[src/rtl/spi_tgen_pkg.sv]
package spi_tgen_pkg;

    localparam int unsigned TG_DIV_W = 8;
    localparam int unsigned TG_PER_W = 16;

    // Bit positions in the timing word; the controller decodes them.
    localparam int unsigned TG_GAP_LSB = 4;
    localparam int unsigned TG_GAP_MSB = 15;
    localparam int unsigned TG_SH_LSB  = 16;
    localparam int unsigned TG_SH_MSB  = 23;
    localparam int unsigned TG_DH_LSB  = 24;
    localparam int unsigned TG_DH_MSB  = 31;

    localparam int unsigned TG_GAP_W = TG_GAP_MSB - TG_GAP_LSB + 1;
    localparam int unsigned TG_SH_W  = TG_SH_MSB - TG_SH_LSB + 1;
    localparam int unsigned TG_DH_W  = TG_DH_MSB - TG_DH_LSB + 1;

    typedef enum logic [2:0] {
        ST_IDLE  = 3'd0,
        ST_SETUP = 3'd1,
        ST_RUN   = 3'd2,
        ST_TAIL  = 3'd3,
        ST_GAP   = 3'd4,
        ST_HELD  = 3'd5
    } tg_state_e;

endpackage

[src/rtl/spi_tgen_cfg.sv]
module spi_tgen_cfg
    import spi_tgen_pkg::*;
#(
    parameter int unsigned DIV_W      = TG_DIV_W,
    parameter int unsigned DIV_MIN    = 2,
    parameter int unsigned DIV_MAX    = 128,
    parameter int unsigned RST_DIV    = 128,
    parameter logic [31:0] RST_TIMING = 32'h00A0_0AA1
) (
    input  logic                clk,
    input  logic                rst_n,
    input  logic                we,
    input  logic [DIV_W-1:0]    div_in,
    input  logic [31:TG_GAP_LSB] tim_in,
    output logic [DIV_W-1:0]    half_o,
    output logic [TG_SH_W-1:0]  sh_o,
    output logic [TG_DH_W-1:0]  dh_o,
    output logic [TG_GAP_W-1:0] gap_o
);

    localparam logic [DIV_W-1:0] DMIN = DIV_W'(DIV_MIN);
    localparam logic [DIV_W-1:0] DMAX = DIV_W'(DIV_MAX);

    logic [DIV_W-1:0]     div_q;
    logic [31:TG_GAP_LSB] tim_q;
    logic [DIV_W-1:0]     eff_div;

    always_ff @(posedge clk or negedge rst_n) begin
        if (!rst_n) begin
            div_q <= DIV_W'(RST_DIV);
            tim_q <= RST_TIMING[31:TG_GAP_LSB];
        end else if (we) begin
            div_q <= div_in;
            tim_q <= tim_in;
        end
    end

    // Force the divider into the legal even range.
    always_comb begin
        if (div_q < DMIN) begin
            eff_div = DMIN;
        end else if (div_q > DMAX) begin
            eff_div = DMAX;
        end else begin
            eff_div = div_q + {{(DIV_W-1){1'b0}}, div_q[0]};
        end
    end

    assign half_o = eff_div >> 1;
    assign gap_o  = tim_q[TG_GAP_MSB:TG_GAP_LSB];
    assign sh_o   = tim_q[TG_SH_MSB:TG_SH_LSB];
    assign dh_o   = tim_q[TG_DH_MSB:TG_DH_LSB];

endmodule

[src/rtl/spi_tgen_clkgen.sv]
module spi_tgen_clkgen #(
    parameter int unsigned HALF_W = 8,
    parameter int unsigned PER_W  = 16
) (
    input  logic              clk,
    input  logic              rst_n,
    input  logic              start,
    input  logic              en,
    input  logic [HALF_W-1:0] half,
    input  logic [PER_W-1:0]  periods,
    output logic              sck_o,
    output logic              shift_o,
    output logic              sample_o,
    output logic              last_o
);

    logic [HALF_W-1:0] hcnt_q;
    logic              hi_q;
    logic [PER_W-1:0]  pcnt_q;
    logic              phase_end;

    assign phase_end = (hcnt_q == half - HALF_W'(1));

    always_ff @(posedge clk or negedge rst_n) begin
        if (!rst_n) begin
            hcnt_q <= '0;
            hi_q   <= 1'b0;
            pcnt_q <= '0;
        end else if (start) begin
            hcnt_q <= '0;
            hi_q   <= 1'b0;
            pcnt_q <= (periods == '0) ? PER_W'(1) : periods;
        end else if (en) begin
            if (phase_end) begin
                hcnt_q <= '0;
                hi_q   <= ~hi_q;
                if (hi_q) begin
                    pcnt_q <= pcnt_q - PER_W'(1);
                end
            end else begin
                hcnt_q <= hcnt_q + HALF_W'(1);
            end
        end
    end

    assign sck_o    = en & hi_q;
    assign sample_o = en & hi_q & (hcnt_q == '0);
    assign shift_o  = en & ~hi_q & (hcnt_q == '0);
    assign last_o   = en & hi_q & phase_end & (pcnt_q == PER_W'(1));

endmodule

[src/rtl/spi_tgen_timer.sv]
module spi_tgen_timer #(
    parameter int unsigned W = 12
) (
    input  logic         clk,
    input  logic         rst_n,
    input  logic         clr,
    output logic [W-1:0] cnt_o
);

    localparam logic [W-1:0] CMAX = '1;

    always_ff @(posedge clk or negedge rst_n) begin
        if (!rst_n) begin
            cnt_o <= '0;
        end else if (clr) begin
            cnt_o <= '0;
        end else if (cnt_o != CMAX) begin
            cnt_o <= cnt_o + W'(1);
        end
    end

endmodule

[src/rtl/spi_tgen.sv]
module spi_tgen
    import spi_tgen_pkg::*;
#(
    parameter int unsigned DIV_W      = TG_DIV_W,
    parameter int unsigned PER_W      = TG_PER_W,
    parameter int unsigned DIV_MIN    = 2,
    parameter int unsigned DIV_MAX    = 128,
    parameter int unsigned RST_DIV    = 128,
    parameter logic [31:0] RST_TIMING = 32'h00A0_0AA1
) (
    input  logic             clk,
    input  logic             rst_n,
    input  logic             cfg_we,
    input  logic [DIV_W-1:0] cfg_div,
    input  logic [31:0]      cfg_timing,
    input  logic             req_valid,
    output logic             req_ready,
    input  logic [PER_W-1:0] req_periods,
    input  logic             req_release,
    output logic             done,
    output logic             sck,
    output logic             cs_n,
    output logic             shift_stb,
    output logic             sample_stb,
    output logic             drv_en
);

    localparam int unsigned CNT_W = (TG_GAP_W > TG_SH_W) ?
                                    ((TG_GAP_W > TG_DH_W) ? TG_GAP_W : TG_DH_W) :
                                    ((TG_SH_W > TG_DH_W) ? TG_SH_W : TG_DH_W);

    tg_state_e st_q, st_d;

    logic [DIV_W-1:0]    cur_half, half_q;
    logic [TG_SH_W-1:0]  cur_sh, sh_q;
    logic [TG_DH_W-1:0]  cur_dh, dh_q;
    logic [TG_GAP_W-1:0] cur_gap, gap_q;
    logic [PER_W-1:0]    per_q, per_mux;
    logic                rel_q;
    logic                accept;
    logic                run_start, run_last;
    logic                gen_sck, gen_shift, gen_sample;
    logic [CNT_W-1:0]    tcnt, tail_q;
    logic                done_q, elem_end;
    logic                unused_devcode;

    // Device-type code bits carry no behaviour here.
    assign unused_devcode = ^cfg_timing[TG_GAP_LSB-1:0];

    spi_tgen_cfg #(
        .DIV_W     (DIV_W),
        .DIV_MIN   (DIV_MIN),
        .DIV_MAX   (DIV_MAX),
        .RST_DIV   (RST_DIV),
        .RST_TIMING(RST_TIMING)
    ) u_cfg (
        .clk   (clk),
        .rst_n (rst_n),
        .we    (cfg_we),
        .div_in(cfg_div),
        .tim_in(cfg_timing[31:TG_GAP_LSB]),
        .half_o(cur_half),
        .sh_o  (cur_sh),
        .dh_o  (cur_dh),
        .gap_o (cur_gap)
    );

    // Tail window: data hold alone, or the longer of hold and setup/hold on release.
    function automatic logic [CNT_W-1:0] tail_len(input logic rel,
                                                  input logic [TG_SH_W-1:0] sh,
                                                  input logic [TG_DH_W-1:0] dh);
        logic [CNT_W-1:0] s;
        logic [CNT_W-1:0] d;
        s = CNT_W'(sh);
        d = CNT_W'(dh);
        if (rel && (s > d)) begin
            return s;
        end
        return d;
    endfunction

    function automatic tg_state_e after_tail(input logic rel,
                                             input logic [TG_GAP_W-1:0] gap);
        if (!rel) begin
            return ST_HELD;
        end
        return (gap != '0) ? ST_GAP : ST_IDLE;
    endfunction

    assign accept  = req_valid & req_ready;
    assign tail_q  = tail_len(rel_q, sh_q, dh_q);
    assign per_mux = accept ? req_periods : per_q;

    // Next-state logic.
    always_comb begin
        st_d = st_q;
        unique case (st_q)
            ST_IDLE: begin
                if (req_valid) begin
                    st_d = (cur_sh != '0) ? ST_SETUP : ST_RUN;
                end
            end
            ST_HELD: begin
                if (req_valid) begin
                    st_d = ST_RUN;
                end
            end
            ST_SETUP: begin
                if (tcnt == CNT_W'(sh_q) - CNT_W'(1)) begin
                    st_d = ST_RUN;
                end
            end
            ST_RUN: begin
                if (run_last) begin
                    st_d = (tail_q != '0) ? ST_TAIL : after_tail(rel_q, gap_q);
                end
            end
            ST_TAIL: begin
                if (tcnt == tail_q - CNT_W'(1)) begin
                    st_d = after_tail(rel_q, gap_q);
                end
            end
            ST_GAP: begin
                if (tcnt == CNT_W'(gap_q) - CNT_W'(1)) begin
                    st_d = ST_IDLE;
                end
            end
            default: st_d = ST_IDLE;
        endcase
    end

    // State register.
    always_ff @(posedge clk or negedge rst_n) begin
        if (!rst_n) begin
            st_q <= ST_IDLE;
        end else begin
            st_q <= st_d;
        end
    end

    // Element snapshot taken at acceptance.
    always_ff @(posedge clk or negedge rst_n) begin
        if (!rst_n) begin
            half_q <= DIV_W'(1);
            sh_q   <= '0;
            dh_q   <= '0;
            gap_q  <= '0;
            per_q  <= '0;
            rel_q  <= 1'b0;
        end else if (accept) begin
            half_q <= cur_half;
            sh_q   <= cur_sh;
            dh_q   <= cur_dh;
            gap_q  <= cur_gap;
            per_q  <= req_periods;
            rel_q  <= req_release;
        end
    end

    assign elem_end = ((st_q == ST_RUN) || (st_q == ST_TAIL)) &&
                      ((st_d == ST_IDLE) || (st_d == ST_HELD) || (st_d == ST_GAP));

    always_ff @(posedge clk or negedge rst_n) begin
        if (!rst_n) begin
            done_q <= 1'b0;
        end else begin
            done_q <= elem_end;
        end
    end

    spi_tgen_timer #(.W(CNT_W)) u_timer (
        .clk  (clk),
        .rst_n(rst_n),
        .clr  (st_d != st_q),
        .cnt_o(tcnt)
    );

    assign run_start = (st_d == ST_RUN) && (st_q != ST_RUN);

    spi_tgen_clkgen #(
        .HALF_W(DIV_W),
        .PER_W (PER_W)
    ) u_clkgen (
        .clk     (clk),
        .rst_n   (rst_n),
        .start   (run_start),
        .en      (st_q == ST_RUN),
        .half    (half_q),
        .periods (per_mux),
        .sck_o   (gen_sck),
        .shift_o (gen_shift),
        .sample_o(gen_sample),
        .last_o  (run_last)
    );

    // Output decode.
    always_comb begin
        req_ready  = (st_q == ST_IDLE) || (st_q == ST_HELD);
        cs_n       = (st_q == ST_IDLE) || (st_q == ST_GAP) ||
                     ((st_q == ST_TAIL) && rel_q && (tcnt >= CNT_W'(sh_q)));
        drv_en     = (st_q == ST_RUN) ||
                     ((st_q == ST_TAIL) && (tcnt < CNT_W'(dh_q)));
        sck        = gen_sck;
        shift_stb  = gen_shift;
        sample_stb = gen_sample;
        done       = done_q;
    end

endmodule

[config.mk]
export PLATFORM = sky130hd
export DESIGN_NAME = spi_tgen
export DESIGN_NICKNAME = d
export VERILOG_FILES = /design/src/rtl/spi_tgen_pkg.sv /design/src/rtl/spi_tgen_cfg.sv /design/src/rtl/spi_tgen_clkgen.sv /design/src/rtl/spi_tgen_timer.sv /design/src/rtl/spi_tgen.sv
export SDC_FILE = /design/constraint.sdc
export NUM_CORES = 1
export LEC_CHECK = 0
export ABC_CLOCK_PERIOD_IN_PS = 6700
export BUFFER_PORTS_ARGS = -buffer_cell sky130_fd_sc_hd__buf_2
export CAP_MARGIN = 20
export CORE_AREA = 10 10 167 169
export CTS_CLUSTER_DIAMETER = 200
export DETAILED_ROUTE_END_ITERATION = 7
export DIE_AREA = 0 0 177 179
export MAX_ROUTING_LAYER = met4
export PLACE_DENSITY = 0.51
export SLEW_MARGIN = 5
export SYNTH_ARGS = -nofsm -noshare
export SYNTH_HDL_FRONTEND = slang
export SYNTH_SLANG_ARGS = --single-unit
[constraint.sdc]
create_clock -name clk -period 6.7 [get_ports clk]
set_clock_uncertainty 0.2 [all_clocks]
set_input_delay 0.335 -clock clk [delete_from_list [all_inputs] [get_ports clk]]
set_output_delay 0.335 -clock clk [all_outputs]
set_load 0.05 [all_outputs]
==> out/qor.yml, run 1 <==
track_usage: 0.148
ir_worst_vdd_mv: 0.182
rows: 58
max_stage_delay_ps: 800
ioPinCount: 68
post-route-min-period_ps: 4470
path_class: "flop to flop"
crit_buf_inv: 1
htreeDepth: 4
dp_hpwl_mm: 15.5
dpl.cell_count: 1258
diodes: 0
route.detailed.drc: 0
relSlewSlack: 0.303
syn_avg_cell_area_um2: 9.23
setup_viol: 0
vias_per_cell: 5.12
maxCapViolations: 0
hold_path_depth: 3
antenna_found_initial: 0
holdPathEnd: "per_q[9]"
finalNonFillerCells: 1342
synthArstFlopShare: 1.00
ff2ff_setup_slack_ps: 2230
hold_path_startpoint: "req_periods[9]"
grt_setup_unrepaired: "no"
cp_slowest_cell: "a211oi_2"
design_area_mm2: 0.0101
num_vias: 6875
placed_area_mm2: 0.00896
final_nets: 1094
drt_iter0_drc: 342
drt_first_pass_iters: 6
p_leak_nw: 4.23
post-cts-setup-buffer-count: 0
yosysSeqAreaShare: 0.385
p_per_area_mw_per_mm2: 427
routedWlPerCell_um: 16.4
finalHoldViolCount: 0
area_delta_synth_final_pct: 19.4
period_share: 0.667
utilization: 0.406
max_freq_mhz: 224
r2r-start: "dh_q[7]"
cts_buffers: 17
tightest_slew_ps: 1050
grt_pass1_wl_mm: 37.0
min_path_type: "input port to flop"
clock_path_buffers: 2
finalSetupTns_ps: 0
dieArea_mm2: 0.0317
crit_required_ps: 6850
ys_seq_elements: 129
initial_core_util: 0.340
r2r-end: "u_timer.cnt_o[1]"
synth_edf_count: 0
io_buffers: 63
clk_latency_ps: 420
grt_pass1_vias: 7122
critPathArrivalTime_ps: 4620
overflow: 0
drive_gt1_frac: 0.184
core_mm2: 0.0247
cts_sinks: 129
post_cts_resized: 0
die_y_um: 179
slew_viol_final: 0
tritoncts: "yes"
drt_wl_total_mm: 22.0
synth_area_mm2: 0.00842
synth_ff_type: "dfrtp_1"
syn_inst: 912
clk_pin_slew_worst_paths_ps: 70
clock_tree.root_cell: "clkbuf_16"
post_synth_num_cell_types: 84
grt_max_degree: 83
crit_chain: "inv_1 > ha_1 > nand4_1 > or3_4 > and3_4 > nand2_2 > nor2_1 > a21oi_1 > ha_1 > nand4_1 > nor3_1 > o211ai_1 > a211oi_2 > o211ai_1 > o21ai_2"
synth_warnings: 0
syn_nets: 1007
die_w_um: 177
path_max_fanout: 12
holdWs_ps: 21.5
place.gp.congestion: 0.851
status: "completed"
start_kind: "flop"
end_kind: "flop"
r2r_cells: 15
cpLargestDelayFamily: "simple AND/OR/NAND/NOR gates"
postRouteAntennaNets: 0
[synthesized netlist by cell type (3+ instances only)]
cell type,count,area [um2]
nand2_1,123,462
dfrtp_1,121,3030
inv_1,50,188
o21ai_0,45,225
mux2_2,39,439
xnor2_1,38,333
clkbuf_1,37,139
nor2_1,36,135
ha_1,34,425
a21oi_1,29,145
nand3_1,28,140
nor3_1,27,135
mux2i_1,26,260
xor2_1,26,228
nand4_1,23,144
o211ai_1,19,143
nor4_1,16,100
nor2b_1,15,93.8
a21o_1,11,82.6
and3_1,10,62.6
buf_2,9,45.0
o21ai_2,9,78.8
dfstp_2,8,210
or3_1,8,50.1
a31oi_1,7,43.8
o22ai_1,7,43.8
nand2b_1,6,37.5
a22o_1,5,43.8
and2_1,5,31.3
nand4b_1,5,43.8
nor3_2,5,50.1
a2bb2oi_1,4,35.0
a211oi_1,3,22.5
buf_4,3,22.5
nor3b_1,3,22.5
nor4_4,3,63.8
o2111ai_1,3,26.3
or2_2,3,18.8
[power breakdown]
group,internal [W],switching [W]
Clock,0.000529,0.000393
Sequential,0.00102,0.000391
Combinational,0.000847,0.00111
Total,0.00240,0.00190
[worst register-to-register path: stages (launching register included)]
cell      delay [ps]
dfrtp_1          440
inv_1            120
ha_1             330
nand4_1          150
or3_4            420
and3_4           240
nand2_2          190
nor2_1            60
a21oi_1          120
ha_1             310
nand4_1          130
nor3_1           400
o211ai_1         170
a211oi_2         800
o211ai_1         230
o21ai_2          110
[cell type report]
class,count,area [um2]
Fill cell,2476,14700
Clock buffer,19,443
Clock inverter,13,129
Inverter,50,188
Multi-Input combinational cell,681,4760
Sequential cell,129,3240
Tap cell,330,413
Timing Repair Buffer,120,880
[per-layer routing]
layer	vias to the layer above	track usage	share of wire
met5	-	-	0
met4	0	0.0452	0.017
met3	24	0.0265	0.037
met2	94	0.249	0.49
met1	3316	0.177	0.46
li1	3441	-	-
[worst max-delay path by stage]
stage,start,endpoint,slack (ps),cells after the start
after CTS,dh_q[7],u_timer.cnt_o[8],2270,18
after global placement,sh_q[0],u_timer.cnt_o[8],2280,18
after detailed placement,dh_q[7],u_timer.cnt_o[7],2300,15
final,dh_q[7],u_timer.cnt_o[1],2230,15
after floorplan,dh_q[7],u_timer.cnt_o[0],2680,19
after global routing,dh_q[7],u_timer.cnt_o[7],1770,15
[cells by family after synthesis]
| group | share of synthesized area |
|---|---|
| simple gates | 0.212 |
| compound gates | 0.151 |
| flops | 0.385 |
| buf+inv | 0.0499 |
| xor+xnor | 0.0693 |
| mux | 0.0831 |
| fa+ha+maj | 0.0505 |
[layout by cell type (no fill, tap or decap), types with 23 or more instances in the layout]
cell type        n
ha_1            34
xnor2_1         38
dfrtp_1        121
o21ai_0         45
nand3_1         28
mux2_2          39
dlygate4sd3_1   52
a21oi_1         29
inv_1           50
buf_2           62
mux2i_1         26
nor3_1          27
xor2_1          26
nand4_1         23
nor2_1          36
nand2_1        123
[sequential cells by signal (all words and copies together) (netlist names)]
signal	flops
dh_q	8
done	1
gap_q	12
half_q	7
per_q	16
rel_q	1
sh_q	8
st_q	3
u_cfg.div_q	8
u_cfg.tim_q	28
u_clkgen.hcnt_q	8
u_clkgen.hi_q	1
u_clkgen.pcnt_q	16
u_timer.cnt_o	12
[metrics by stage]
stage,setup slack (ps),total power [W]
5_1_grt,1770,0.00465
3_3_place_gp,2280,0.00334
2_1_floorplan,2680,0.00285
6_report,2230,0.00430
4_1_cts,2270,0.00433
3_5_place_dp,2300,0.00336
[repair_timing]
item                       in CTS  in global routing
hold buffers                   52                  0
hold endpoints to repair      124                  0
setup endpoints to repair       0                  0
No activity file was read; power rests on OpenSTA's default activity.
==> inputs of run 2 (changes only) <==
--- a/config.mk
+++ b/config.mk
@@ -5,7 +5,7 @@
 export SDC_FILE = /design/constraint.sdc
 export NUM_CORES = 1
 export LEC_CHECK = 0
-export ABC_CLOCK_PERIOD_IN_PS = 6700
+export ABC_CLOCK_PERIOD_IN_PS = 4000
 export BUFFER_PORTS_ARGS = -buffer_cell sky130_fd_sc_hd__buf_2
 export CAP_MARGIN = 20
 export CORE_AREA = 10 10 167 169
@@ -13,7 +13,7 @@
 export DETAILED_ROUTE_END_ITERATION = 7
 export DIE_AREA = 0 0 177 179
 export MAX_ROUTING_LAYER = met4
-export PLACE_DENSITY = 0.51
+export PLACE_DENSITY = 0.52
 export SLEW_MARGIN = 5
 export SYNTH_ARGS = -nofsm -noshare
 export SYNTH_HDL_FRONTEND = slang
==> constraint.sdc (replaced) <==
create_clock -name clk -period 4 [get_ports clk]
set_clock_uncertainty 0.2 [all_clocks]
set_input_delay 0.2 -clock clk [delete_from_list [all_inputs] [get_ports clk]]
set_output_delay 0.2 -clock clk [all_outputs]
set_load 0.05 [all_outputs]
==> run 2 against run 1 <==
Compared with the run above:
- fmax grew 15%
- first-iteration DRC count grew 19%
- register-to-register slack lost 2100 ps
- combinational power grew 100%
- utilization grew 1.9 points
- non-clock buffer count grew 42
- global-route usage grew 0.82 points
- cell count grew 3.1%
- die area is the same
- design area grew 4.7%
- largest cell class unchanged
==> out/qor.yml, run 2 (synthesis results as in run 1) <==
final_nets: 1136  # +3.8%
met3_usage: 0.0255  # -0.00105
layout_setup_ws_ps: 115  # -2110 ps
place.gp.congestion: 0.855  # +0.51%
min_path_type: "input port to flop"
post-route-min-period_ps: 3880  # -587 ps
crit_buf_inv: 3  # +2
max_freq_mhz: 257  # +15%
cts_sinks: 129  # unchanged
maxCapViolations: 0  # unchanged
max_stage_delay_ps: 350  # -450 ps
area_delta_synth_final_pct: 25.0
top_register: "u_cfg.tim_q"
diodes: 0  # unchanged
end_kind: "flop"
hold_path_depth: 3  # unchanged
use_met1: 0.191  # +0.0137
io_buffers: 63  # unchanged
clk_latency_ps: 440  # +20 ps
layout_commonest_cell: "nand2_1"
seqCellArea_mm2: 0.00324  # unchanged
cpLargestDelayFamily: "compound AO/OA/AOI/OAI gates"
crit_required_ps: 4100  # -2750 ps
relSlewSlack: 0.421  # +0.118
status: "completed"
path_depth: 18  # +3
routedWlPerCell_um: 16.7  # +1.8%
tightest_slew_ps: 869  # -177 ps
clk_pin_slew_worst_paths_ps: 70  # about the same
overflow: 0  # unchanged
final_cell_mix: "nand2_1 (122), dfrtp_1 (121), buf_2 (62), dlygate4sd3_1 (54), inv_1 (45)"
num_vias: 7058  # +2.7%
cp_slowest_cell: "dfrtp_1"
setup_viol: 0  # unchanged
initial_core_util: 0.340  # unchanged
use_met2: 0.261  # +0.0121
grt.busiest_layer: "met2"
drt_first_pass_iters: 5  # -1
track_usage: 0.156  # +0.00821
route.detailed.drc: 0  # unchanged
grt_max_degree: 91  # +9.6%
r2r_cells: 18  # +3
cts_buffers: 17  # unchanged
ioPinCount: 68  # unchanged
post-place-ws_ps: 46.5  # -2250 ps
placed_area_mm2: 0.00921  # +2.8%
start_kind: "flop"
p_leak_nw: 4.48  # +5.9%
drt_iter0_drc: 407  # +19%
finalHoldViolCount: 0  # unchanged
critPathArrivalTime_ps: 3990  # -630 ps
clock_path_buffers: 2  # unchanged
htreeDepth: 4  # unchanged
largest_reg_flops: 28  # unchanged
holdWs_ps: 159  # +137 ps
grt_pass1_vias: 7259  # +1.9%
antenna_found_initial: 0  # unchanged
p_per_area_mw_per_mm2: 737  # +72%
drive_gt1_frac: 0.231  # +0.0468
die_w_um: 177  # unchanged
core_mm2: 0.0247  # unchanged
period_share: 0.971  # +0.304
path_max_fanout: 8  # -4
ir_worst_vdd_mv: 0.336  # +84%
fillers: 2398  # -3.2%
grt_pass1_wl_mm: 38.6  # +4.5%
tritoncts: "yes"
slew_viol_final: 0  # unchanged
drt_wl_total_mm: 23.1  # +5.0%
rows: 58  # unchanged
clock_tree.root_cell: "clkbuf_16"
die_y_um: 179  # unchanged
vias_per_cell: 5.10  # -0.45%
biggestRegsByFlops: "u_cfg.tim_q: 28 flops, per_q: 16 flops, u_clkgen.pcnt_q: 16 flops"
path_class: "flop to flop"
dieArea_mm2: 0.0317  # unchanged
dp_hpwl_mm: 16.2  # +4.9%
postRouteAntennaNets: 0  # unchanged
design_area_mm2: 0.0105  # +4.7%
multi_input_comb_area_mm2: 0.00485  # +1.9%
crit_chain: "inv_1 > ha_4 > nand4_1 > or3_4 > and3_4 > nand2_4 > nor2_1 > a21oi_1 > ha_2 > nor2b_4 > xor2_1 > a31oi_1 > a21oi_2 > o2111ai_2 > a2111oi_4 > buf_4 > clkbuf_16 > o21ai_2"
==> run 2: metal layers <==
metal / share of wire / vias to the layer above
met1: 0.46 / 3417
met5: 0 / -
met4: 0.011 / 0
met2: 0.50 / 108
li1: - / 3515
met3: 0.027 / 18
==> run 2: report_power, final <==
part	total [W]	leakage [nW]	switching (W)	internal, W
clock network	0.00160	0.292	0.000709	0.000891
logic	0.00397	2.64	0.00223	0.00174
registers	0.00218	1.54	0.000459	0.00172
total	0.00775	4.48	0.00340	0.00435
==> run 2: area by class of cell <==
class	instances	share of cell area
inverters	50	0.0178
clock buffers	17	0.0404
clock inverters	15	0.0164
flip-flops and latches	129	0.308
repair buffers	162	0.117
multi-input cells	681	0.461
well taps	330	0.0392
==> run 2: stage by stage <==
step / std cells / setup TNS [ps] / utilization / power (W)
5_1_grt: 1384 / -569 / 0.425 / 0.00838
3_3_place_gp: 1290 / 0 / 0.372 / 0.00586
4_1_cts: 1376 / 0 / 0.418 / 0.00757
6_report: 1384 / 0 / 0.425 / 0.00775
3_5_place_dp: 1290 / 0 / 0.372 / 0.00589
2_1_floorplan: 912 / 0 / - / 0.00477
==> run 2: tightest hold or removal path, stage by stage <==
cell     delay [ps]
buf_2           370
nand2_1         140
o21ai_0          70
==> run 2: final timing paths <==
path	startpoint	end	slack, ps
worst min-delay path	cfg_we	u_cfg.div_q[7]	160
max in group asynchronous	rst_n	u_clkgen.pcnt_q[2]	2490
worst min register to register	u_cfg.tim_q[6]	gap_q[2]	270
min in group asynchronous	rst_n	u_cfg.tim_q[25]	180
worst max-delay path	dh_q[6]	u_timer.cnt_o[2]	120
worst max register to register	dh_q[6]	u_timer.cnt_o[2]	120
==> run 2: repair_timing <==
action,in CTS,in global routing
gates cloned,0,1
pin swaps,0,6
buffers inserted,0,7
endpoints found under the hold margin,152,0
gates resized for setup,1,20
setup endpoints to repair,1,16
hold buffers,54,0
==> inputs of run 3 (changes only) <==
--- a/config.mk
+++ b/config.mk
@@ -5,7 +5,7 @@
 export SDC_FILE = /design/constraint.sdc
 export NUM_CORES = 1
 export LEC_CHECK = 0
-export ABC_CLOCK_PERIOD_IN_PS = 4000
+export ABC_CLOCK_PERIOD_IN_PS = 4900
 export BUFFER_PORTS_ARGS = -buffer_cell sky130_fd_sc_hd__buf_2
 export CAP_MARGIN = 20
 export CORE_AREA = 10 10 167 169
@@ -13,7 +13,7 @@
 export DETAILED_ROUTE_END_ITERATION = 7
 export DIE_AREA = 0 0 177 179
 export MAX_ROUTING_LAYER = met4
-export PLACE_DENSITY = 0.52
+export PLACE_DENSITY = 0.51
 export SLEW_MARGIN = 5
 export SYNTH_ARGS = -nofsm -noshare
 export SYNTH_HDL_FRONTEND = slang
==> constraint.sdc (replaced) <==
create_clock -name clk -period 4.9 [get_ports clk]
set_clock_uncertainty 0.2 [all_clocks]
set_input_delay 0.245 -clock clk [delete_from_list [all_inputs] [get_ports clk]]
set_output_delay 0.245 -clock clk [all_outputs]
set_load 0.01 [all_outputs]
==> run 3 against run 2 <==
Compared with the run above:
- non-clock buffer count fell by 32
- hold slack improved by 61 ps
- worst setup slack improved by 350 ps
- global-route usage fell by 0.37 points
- power fell by 24%
- utilization fell by 1.5 points
- largest cell class unchanged
- highest routed layer unchanged
==> out/qor.yml, run 3 (synthesis results as in run 1) <==
largest_reg_flops: 28  # unchanged
biggestRegsByFlops: "u_cfg.tim_q: 28 flops, per_q: 16 flops, u_clkgen.pcnt_q: 16 flops"
clk_latency_ps: 430  # about the same
layout_setup_ws_ps: 462  # +347 ps
slew_viol_final: 0  # unchanged
post-place-ws_ps: 513  # +466 ps
antenna_found_initial: 0  # unchanged
use_met2: 0.254  # -0.00724
tritoncts: "yes"
dp_hpwl_mm: 15.8  # -2.6%
grt_pass1_wl_mm: 37.9  # -1.8%
power_switching_w: 0.00262  # -23%
met3_usage: 0.0270  # +0.00147
combPwrFrac: 0.470  # -0.043
clk_pin_slew_worst_paths_ps: 70  # about the same
grt_max_degree: 92  # +1.1%
initial_core_util: 0.340  # unchanged
route.detailed.drc: 0  # unchanged
overflow: 0  # unchanged
diodes: 0  # unchanged
post-cts-setup-buffer-count: 0  # unchanged
clock_tree.root_cell: "clkbuf_16"
area_delta_synth_final_pct: 20.4
holdWs_ps: 220  # +60.9 ps
crit_required_ps: 5060  # +960 ps
post_cts_resized: 0  # -1
swShare: 0.443  # +0.00490
power_frac_seq: 0.317  # +0.036
top_register: "u_cfg.tim_q"
dieArea_mm2: 0.0317  # unchanged
maxCapViolations: 0  # unchanged
finalHoldViolCount: 0  # unchanged
routedWlPerCell_um: 16.7  # -0.24%
internal-power_w: 0.00328  # -25%
grt_pass1_vias: 7115  # -2.0%
start_kind: "flop"
drt_iter0_drc: 380  # -6.6%
finalSetupTns_ps: 0  # unchanged
ir_worst_vdd_mv: 0.209  # -38%
die_w_um: 177  # unchanged
ioPinCount: 68  # unchanged
place.gp.congestion: 0.843  # -1.4%
total_power_w: 0.00590  # -24%
path_class: "flop to flop"
drt_wl_total_mm: 22.6  # -2.5%
power_frac_clock: 0.213  # +0.007
post-route-min-period_ps: 4440  # +553 ps
num_vias: 7052  # -0.085%
die_y_um: 179  # unchanged
layout_commonest_cell: "nand2_1"
grt.busiest_layer: "met2"
period_share: 0.906  # -0.0655
setup_viol: 0  # unchanged
end_kind: "flop"
relSlewSlack: 0.391  # -0.0298
htreeDepth: 4  # unchanged
io_buffers: 63  # unchanged
tightest_slew_ps: 911  # +42.8 ps
use_met1: 0.187  # -0.00449
rows: 58  # unchanged
drive_gt1_frac: 0.191  # -0.0397
clock_path_buffers: 2  # unchanged
min_path_type: "input port to flop"
core_mm2: 0.0247  # unchanged
track_usage: 0.152  # -0.00371
critPathArrivalTime_ps: 4600  # +610 ps
cts_sinks: 129  # unchanged
vias_per_cell: 5.22  # +2.3%
cts_buffers: 17  # unchanged
p_per_area_mw_per_mm2: 582  # -21%
drt_first_pass_iters: 5  # unchanged
p_leak_nw: 4.28  # -4.5%
grt_setup_unrepaired: "no"
path_max_fanout: 16  # +8
max_freq_mhz: 225  # -12%
postRouteAntennaNets: 0  # unchanged
final_cell_mix: "nand2_1 (123), dfrtp_1 (121), buf_2 (62), dlygate4sd3_1 (54), inv_1 (50)"
status: "completed"
final_nets: 1104  # -2.8%
## run 3: changes by cell type in the layout (fill, tap and decap cells not counted), sizes merged
cell / before / now
buf: 107 / 76
bufinv: 1 / 0
clkinv: 4 / 3
clkinvlp: 1 / 2
## run 3: per-layer routing
layer / share of wire / up-vias
li1: - / 3456
met1: 0.45 / 3444
met2: 0.49 / 131
met3: 0.036 / 21
met4: 0.014 / 0
met5: 0 / -
## run 3: final timing paths
path	from	to	slack (ps)	cells after the start
min reg2reg	u_cfg.tim_q[6]	gap_q[2]	260	2
max reg2reg	dh_q[7]	st_q[2]	460	18
max in group asynchronous	rst_n	u_cfg.tim_q[7]	3170	3
min	cfg_we	u_cfg.div_q[7]	220	3
max	dh_q[7]	st_q[2]	460	18
min in group asynchronous	rst_n	u_cfg.tim_q[26]	270	2
## run 3: metrics by stage
step            util  instances  instance area [um2]
6_report       0.410       1352                10100
5_1_grt        0.410       1352                10100
4_1_cts        0.409       1351                10100
3_5_place_dp   0.364       1265                 9010
3_3_place_gp   0.364       1265                 9010
2_1_floorplan      -        912                 8420
## run 3: worst max-delay path, stage by stage, from the launching register on
cell,delay [ps]
dfrtp_1,440
inv_1,120
ha_1,330
nand4_1,130
or3_4,420
and3_4,240
nand2_2,190
nor2_1,70
a21oi_1,120
ha_1,320
nand2b_1,150
xnor2_1,170
nand3_1,90
a41o_1,260
a21oi_2,130
o2111ai_2,170
a2111oi_4,300
buf_4,320
a31o_2,200
## run 3: timing repair
action | 4_1_cts | 5_1_grt
endpoints found under the setup margin | 0 | 0
hold buffers | 54 | 0
hold endpoints to repair | 150 | 0
## run 3: layout make-up
type | instances | area [um2]
repair buffers | 130 | 960
clock buffers | 18 | 439
multi-input cells | 681 | 4760
well taps | 330 | 413
fillers | 2466 | 14600
clock inverters | 14 | 138
inverters | 50 | 188
flip-flops and latches | 129 | 3240
## run 3: power groups by stage
stage | logic [W] | clock network (W) | registers [W]
finish | 0.00277 | 0.00126 | 0.00187
global route | 0.00312 | 0.00134 | 0.00193
CTS | 0.00278 | 0.00130 | 0.00187
detailed placement | 0.00273 | 0 | 0.00189
global placement | 0.00270 | 0 | 0.00189
floorplan | 0.00219 | 0 | 0.00167
